[config.mk]
export PLATFORM = sky130hd
export DESIGN_NAME = prbs_cmp_ctrl
export DESIGN_NICKNAME = d
export VERILOG_FILES = /design/src/rtl/prbs_chk_pkg.sv /design/src/rtl/prbs_cmp_ctrl.sv
export SDC_FILE = /design/constraint.sdc
export NUM_CORES = 1
export LEC_CHECK = 0
export BUFFER_PORTS_ARGS = -buffer_cell sky130_fd_sc_hd__buf_4
export CAP_MARGIN = 5
export CORE_MARGIN = 3
export CORE_UTILIZATION = 30
export CTS_CLUSTER_DIAMETER = 150
export DETAILED_ROUTE_END_ITERATION = 6
export PLACE_DENSITY = 0.7
export SLEW_MARGIN = 20
export SYNTH_ARGS = -nofsm -noshare
export SYNTH_HDL_FRONTEND = slang
export SYNTH_SLANG_ARGS = --single-unit
export TNS_END_PERCENT = 20
[constraint.sdc]
create_clock -name clk -period 1.5 [get_ports clk]
set_input_delay 0.075 -clock clk [delete_from_list [all_inputs] [get_ports clk]]
set_output_delay 0.075 -clock clk [all_outputs]
set_load 0.02 [all_outputs]
[src/rtl/prbs_chk_pkg.sv]
package prbs_chk_pkg;

  typedef enum logic [1:0] {
    PAT_P7  = 2'd0,
    PAT_P23 = 2'd1,
    PAT_P31 = 2'd2,
    PAT_P31B = 2'd3
  } pat_e;

  localparam int NUM_PAT = 3;

  function automatic int poly_len(input int idx);
    case (idx)
      0: return 7;
      1: return 23;
      default: return 31;
    endcase
  endfunction

  function automatic int poly_tap(input int idx);
    case (idx)
      0: return 6;
      1: return 18;
      default: return 28;
    endcase
  endfunction

  function automatic logic uses_holdoff(input logic [1:0] sel);
    return (pat_e'(sel) == PAT_P7) || (pat_e'(sel) == PAT_P23);
  endfunction

endpackage

[src/rtl/prbs_cmp_ctrl.sv]
module prbs_cmp_ctrl
  import prbs_chk_pkg::*;
#(
  parameter int W          = 20,
  parameter int HOLD_WORDS = 3
) (
  input  logic         clk,
  input  logic         rst,
  input  logic         restart_i,
  input  logic         valid_i,
  input  logic         synced_i,
  input  logic [1:0]   sel_i,
  input  logic [W-1:0] data_i,
  input  logic [W-1:0] expect_i,
  output logic         inc_o,
  output logic         err_o
);

  localparam int HW = $clog2(HOLD_WORDS + 1);
  localparam logic [HW-1:0] HOLD_INIT = HW'(HOLD_WORDS);

  logic [HW-1:0] hold_q;
  logic          compare;

  assign compare = valid_i && !restart_i && synced_i && (hold_q == '0);
  assign inc_o   = compare && (data_i != expect_i);

  always_ff @(posedge clk) begin
    if (rst || restart_i) begin
      hold_q <= '0;
      err_o  <= 1'b0;
    end else begin
      err_o <= inc_o;
      if (inc_o && uses_holdoff(sel_i)) begin
        hold_q <= HOLD_INIT;
      end else if (valid_i && hold_q != '0) begin
        hold_q <= hold_q - 1'b1;
      end
    end
  end

  // no error is reported for a word taken during holdoff
  a_r4_holdoff_quiet: assert property (@(posedge clk) disable iff (rst)
    (hold_q != '0 && valid_i && !restart_i) |=> !err_o);

  // the long pattern never enters holdoff
  a_r5_no_hold_p31: assert property (@(posedge clk) disable iff (rst)
    (sel_i[1] && !restart_i && hold_q == '0) |=> hold_q == '0);

  // nothing is compared before the predictor is seeded
  a_r2_no_early_err: assert property (@(posedge clk) disable iff (rst)
    (!synced_i) |=> !err_o);

endmodule

==> results of run 1 <==
## layout make-up
cell class / count / area (um^2)
Clock buffer: 4 / 26.3
Fill cell: 133 / 484
Inverter: 4 / 15.0
Multi-Input combinational cell: 44 / 377
Sequential cell: 3 / 60.1
Tap cell: 15 / 18.8
Timing Repair Buffer: 47 / 353
## cells in the mapped netlist
cell type / n / area share, %
nand3_1: 1 / 1.1
xor2_1: 20 / 40
o21bai_1: 1 / 1.7
mux2i_1: 1 / 2.3
nand2_1: 4 / 3.4
nor4_1: 2 / 2.8
nor3_1: 1 / 1.1
nor2_1: 1 / 0.85
nor3_2: 1 / 2.3
ha_1: 1 / 2.8
dfxtp_1: 3 / 14
xnor2_1: 1 / 2.0
nor4_2: 1 / 2.8
nor4_4: 2 / 9.7
or3_1: 1 / 1.4
o21ai_1: 1 / 1.1
nand2b_1: 1 / 1.4
a31oi_1: 1 / 1.4
nand4b_1: 1 / 2.0
nor2b_1: 1 / 1.4
a21oi_1: 1 / 1.1
inv_1: 4 / 3.4
## metal layers
metal | GRT usage (%) | vias to the layer above
met5 | 0 | -
met4 | 5.42 | 0
met3 | 2.03 | 0
met2 | 24.1 | 32
met1 | 13.6 | 224
li1 | - | 274
## cells in the final DEF (no fill, tap or decap), drive strengths merged
cell	synthesis	routed
ha	1	1
nor3	2	2
buf	0	47
nor2	1	1
nor4	5	5
xnor2	1	1
or3	1	1
clkbuf	0	4
nor2b	1	1
xor2	20	20
o21ai	1	1
nand2b	1	1
mux2i	1	1
nand2	4	4
o21bai	1	1
inv	4	4
dfxtp	3	3
a31oi	1	1
nand4b	1	1
a21oi	1	1
nand3	1	1
## sequential cells by signal, indices dropped and copies added, names as in the netlist
register	flops
hold_q	2
err_o	1
## worst paths after layout
path / start / endpoint / slack, ps / depth (start not counted)
setup / recovery: hold_q[0]$_SDFFE_PP0P_ / inc_o / 130 / 6
hold / removal: rst / err_o$_SDFF_PP0_ / 30 / 2
setup reg to reg: hold_q[0]$_SDFFE_PP0P_ / hold_q[1]$_SDFFE_PP0P_ / 200 / 7
hold reg to reg: hold_q[1]$_SDFFE_PP0P_ / hold_q[1]$_SDFFE_PP0P_ / 470 / 2
## kinds of logic after synthesis
| family | count (synthesis) | share of synthesized area (%) |
|---|---|---|
| AOI/OAI and AO/OA | 4 | 5.41 |
| xor gates and xnor gates | 21 | 41.9 |
| adders and majority gates | 1 | 2.85 |
| and+or+nand+nor | 17 | 30.5 |
| muxes | 1 | 2.28 |
| buffers and inverters | 4 | 3.42 |
| DFF | 3 | 13.7 |
## stage by stage
| stage | utilization [%] | power (mW) |
|---|---|---|
| 2_1_floorplan | - | 0.162 |
| 3_3_place_gp | 60.8 | 0.268 |
| 3_5_place_dp | 60.8 | 0.272 |
| 4_1_cts | 62.8 | 0.415 |
| 5_1_grt | 63.7 | 0.449 |
| 6_report | 63.7 | 0.412 |
## power by group through the flow
stage          Combinational (mW)  Sequential (mW)  Clock, mW
2_1_floorplan              0.0767           0.0852          0
3_5_place_dp                0.188           0.0847          0
4_1_cts                     0.188           0.0834      0.143
6_report                    0.191           0.0834      0.138
5_1_grt                     0.209           0.0834      0.157
3_3_place_gp                0.184           0.0846          0
## what timing repair did
| action | in CTS | in global routing |
|---|---|---|
| endpoints found under the setup margin | 0 | 1 |
| resized for setup | 0 | 2 |
| hold buffers | 0 | 0 |
==> impl_results.md, run 1 <==
* Syn_nets at between 90 and 100
* Peak supply drop at 288 uV
* Gate power share at roughly 46%
* Final nets at ~150
* Sum of negative setup slack at 0 ps
* LEAKAGE at 0.414 nW
* Largest net degree at the start of global routing at 5
* Post-synthesis register bit count at 3
* # port buffers at 47
* Fmax at 731 MHz
* Num ports at 49
* Routed length per placed instance at 10.2 um
* Post-synthesis sequential area ratio at between 10% and 20%
* Dpl hpwl at 1080 um
* Status: complete, no violations
* TritonCTS clock tree: yes
* CTS buffer count at 3
* Overall Global Routing Usage at roughly 13%
* Pwr/cell area at 485 nW/um^2
* Required time worst endpoint at 1420 ps
* Final Max Slew Viols at 0
* Dpl ws at 109 ps
* Worst-path clk slew at approximately 40 ps
* Cell row count at 13
* Vias in the first global route at 524
* Die ar. at between 1500 and 2000 um^2
* Slew at the pin with the worst max-slew slack at 285 ps
* Dpl cells at around 110
* Sw Share at about 28%
* Routed wire length at 1190 um
* Design area at roughly 850 um^2
* Max-cap check violation count at 0
* Skew final at 0.0294 ps
* RSZ-0062 raised after global routing: false
* Antenna Nets Post-Route at 0
* Part of the cycle the worst path needs at between 90% and 100%
* Placer Congestion at 0.708
* Synth cell types at 22
* Syn Std Cell Area at 439 um^2
* WS Path Type: flip-flop to primary output
* Worst setup margin at 131 ps
* HP Class: input port to flip-flop
* Mean Syn Cell Area at 8.61 um^2
* Setup crit end kind: primary output
* Buf/Inv on CP at 3
* Clock sinks at 3
* Final Hold Fails at 0
* DRT met1 WL at 358 um
* Post-Layout Cell Count at 117
* Detailed Route Iter0 Violations at 3
* WL met2 at 669 um
* Synth warn at 0
* Synth Instances at 51
* Sequential power share at 20.2%
* Placed cell areas at between 800 and 900 um^2
* Crit Path Max Fanout at 3
* Worst skew pair latency at 220 ps
* # H-tree levels at 1
* Slowest cell on crit path: dfxtp_1
* Initial antenna violation count at 0
* Clock buffer depth at 2
* Via density at 4.53
* Max_slew headroom at between 80% and 90%
* Met3 Wirelength at 161 um
* Root Driver: clkbuf_4
* Hold_ws at 29.4 ps
* First-pass GRT wire length at 1910 um
* DR pass1 iterations at 2
* Final min period at 1370 ps
* CP arrival at 1290 ps
* Clk pwr share at around 33%
* Critical Path Start Type: flip-flop
* Post-CTS setup buffer count at 0
* P_sw at 0.114 mW
* Die Wd at roughly 44 um
* Area growth syn-to-layout at 93.4%
* CP delay by family, top: flip-flops
* Ant diodes at 0
* P_int at 0.298 mW
* Remaining Overflow, GRT at 0
* Core area at around 1300 um^2
* Top layer in use: met3
* Via Count at 530
* Starting density of the core at 32.9%
* Layout cells sized above 1 at between 50% and 60%
* Crit-path most repeated cell: inv_1
* DIE HEIGHT at 44.3 um
* Residual DRC at 0
* CP peak stage delay at roughly 290 ps
* # setup viols final at 0
* Cell Chain, Critical Path: inv_1 > ha_1 > nand4b_1 > o21bai_1 > inv_1 > buf_4
Power figures use the tool's default switching activity.
==> inputs of run 2 (changes only) <==
--- a/config.mk
+++ b/config.mk
@@ -8,10 +8,10 @@
 export BUFFER_PORTS_ARGS = -buffer_cell sky130_fd_sc_hd__buf_4
 export CAP_MARGIN = 5
 export CORE_MARGIN = 3
-export CORE_UTILIZATION = 30
+export CORE_UTILIZATION = 29
 export CTS_CLUSTER_DIAMETER = 150
 export DETAILED_ROUTE_END_ITERATION = 6
-export PLACE_DENSITY = 0.7
+export PLACE_DENSITY = 0.71
 export SLEW_MARGIN = 20
 export SYNTH_ARGS = -nofsm -noshare
 export SYNTH_HDL_FRONTEND = slang
==> constraint.sdc (replaced) <==
create_clock -name clk -period 1.2 [get_ports clk]
set_input_delay 0.06 -clock clk [delete_from_list [all_inputs] [get_ports clk]]
set_output_delay 0.06 -clock clk [all_outputs]
set_load 0.02 [all_outputs]
==> impl_results.md, run 2 (synthesis results as in run 1) <==
* Status: complete, but fails checks (was complete, no violations)
* Violated checks: setup timing
* Core Util, Final at 66.2% (was 63.7%)
* Area growth syn-to-layout at 106% (was 93.4%)
* Buf/Inv on CP at 3 (unchanged)
* HP Class: input port to flip-flop (unchanged)
* Num ports at 49 (unchanged)
* Critical Path Start Type: flip-flop (unchanged)
* CP peak stage delay at 300 ps (was 290 ps)
* Detailed Route Iter0 Violations at 10 (was 3)
* Clock buffer depth at 2 (unchanged)
* Initial antenna violation count at 0 (unchanged)
* Commonest non-fill, non-tap cell in the layout: buf_4 (unchanged)
* Biggest register: hold_q (unchanged)
* Crit Path Max Fanout at 3 (unchanged)
* # port buffers at 47 (unchanged)
* Clock sinks at 3 (unchanged)
* First-pass GRT wire length at 1950 um (was 1910 um)
* Most frequent cells in the layout: 48 x buf_4, 20 x xor2_1, 4 x nand2_1, 3 x inv_2, 3 x clkbuf_4 (was 47 x buf_4, 20 x xor2_1, 4 x inv_1, 4 x nand2_1)
* Dpl ws at -110 ps (was 109 ps)
* Residual DRC at 0 (unchanged)
* Root Driver: clkbuf_4 (unchanged)
* Worst-path clk slew at 40 ps (about the same)
* Worst setup margin at -96.4 ps (was 131 ps)
* Slew at the pin with the worst max-slew slack at 319 ps (was 285 ps)
* Remaining Overflow, GRT at 0 (unchanged)
* Part of the cycle the worst path needs at 108%
* CTS buffer count at 3 (unchanged)
* Peak supply drop at 417 uV (was 288 uV)
* Pwr/cell area at 598 nW/um^2 (was 485 nW/um^2)
* Biggest regs: hold_q x2, err_o x1 (unchanged)
* Register area at 61.3 um^2 (was 60.1 um^2)
* Multi-input gate area at 402 um^2 (was 377 um^2)
* Layout cells sized above 1 at 61.0% (was 54.9%)
* Fmax at 771 MHz
* Max-cap check violation count at 0 (unchanged)
* Final Max Slew Viols at 0 (unchanged)
* Required time worst endpoint at 1140 ps (was 1420 ps)
* Final min period at 1300 ps
* Sum of negative setup slack at -170 ps (was 0 ps)
* Hold_ws at 15.4 ps (was 29.4 ps)
* WS Path Type: flip-flop to primary output (unchanged)
* Slowest cell on crit path: dfxtp_1 (unchanged)
* Starting density of the core at 32.1% (was 32.9%)
* Die Wd at 44.9 um (was 44.3 um)
* Antenna Nets Post-Route at 0 (unchanged)
* Routed length per placed instance at 11.2 um (was 10.2 um)
* LEAKAGE at 0.440 nW (was 0.414 nW)
* Overall Global Routing Usage at 14.0% (was 12.7%)
* CP arrival at 1240 ps (was 1290 ps)
* Fillers at 120 (was 133)
* Die ar. at 2020 um^2 (was 1960 um^2)
* Final Hold Fails at 0 (unchanged)
* Worst skew pair latency at 240 ps (was 220 ps)
* DR pass1 iterations at 4 (was 2)
* Core area at 1370 um^2 (was 1330 um^2)
* Largest net degree at the start of global routing at 5 (unchanged)
* Vias in the first global route at 525 (was 524)
* Largest register FFs at 2 (unchanged)
* Crit-path most repeated cell: inv_2 (was inv_1)
* Pwr Total at 0.541 mW (was 0.412 mW)
* Via Count at 552 (was 530)
* DIE HEIGHT at 44.9 um (was 44.3 um)
* Max_slew headroom at 78.5% (was 80.8%)
* Placer Congestion at 0.794 (was 0.708)
* Ant diodes at 0 (unchanged)
* Skew final at 1.72 ps (was 0.0294 ps)
* Cell row count at 13 (unchanged)
* Setup crit end kind: primary output (unchanged)
* # setup viols final at 2 (was 0)
* CP delay by family, top: flip-flops (unchanged)
* Cell Chain, Critical Path: inv_2 > ha_4 > nand4b_1 > o21bai_4 > inv_2 > buf_6 (was inv_1 > ha_1 > nand4b_1 > o21bai_1 > inv_1 > buf_4)
* TritonCTS clock tree: yes (unchanged)
* Final nets at 154 (was 151)
* Routed wire length at 1350 um (was 1190 um)
* Via density at 4.60 (was 4.53)
* # H-tree levels at 1 (unchanged)
* RSZ-0062 raised after global routing: true (was false)
-- run 2: what timing repair did --
action,CTS,global route
hold buffers,1,0
endpoints found under the hold margin,1,0
resized for setup,7,1
buffers inserted,0,1
pin swaps,2,0
setup endpoints to repair,2,3
-- run 2: worst register-to-register path, cell delays in order (launching register included) --
cell	delay, ps
dfxtp_2	330
inv_2	40
ha_4	140
nand4b_1	110
nand2b_4	140
a31oi_1	40
nor3_2	200
mux2i_1	190
-- run 2: stage by stage --
step / std cells / cell area, um^2
floorplan: 51 / 449
global placement: 114 / 828
detailed placement: 114 / 828
CTS: 119 / 891
global route: 120 / 905
finish: 120 / 905
-- run 2: worst paths after layout --
check             depth (start not counted)                     end              startpoint  slack [ps]
hold / removal                            2        err_o$_SDFF_PP0_               restart_i          20
setup reg to reg                          7  hold_q[1]$_SDFFE_PP0P_  hold_q[1]$_SDFFE_PP0P_         -70
setup / recovery                          6                   inc_o  hold_q[0]$_SDFFE_PP0P_        -100
hold reg to reg                           2  hold_q[1]$_SDFFE_PP0P_  hold_q[1]$_SDFFE_PP0P_         470
-- run 2: cell type report --
type,count,share of cell area (%)
Multi-Input combinational cell,44,44.4
Sequential cell,3,6.78
Inverter,4,1.66
Tap cell,15,2.07
Clock buffer,4,2.90
Timing Repair Buffer,50,42.2
-- run 2: metal layers --
metal | wire (um) | up-vias | GRT usage, %
li1 | - | 279 | -
met1 | 426 | 237 | 12.0
met2 | 698 | 32 | 24.9
met3 | 182 | 4 | 7.57
met4 | 39 | 0 | 8.77
met5 | 0 | - | 0
-- run 2: where the power goes --
group | internal [mW] | switching, mW
combinational | 0.155 | 0.0948
clock | 0.125 | 0.0609
sequential | 0.104 | 0.00166
total | 0.384 | 0.157
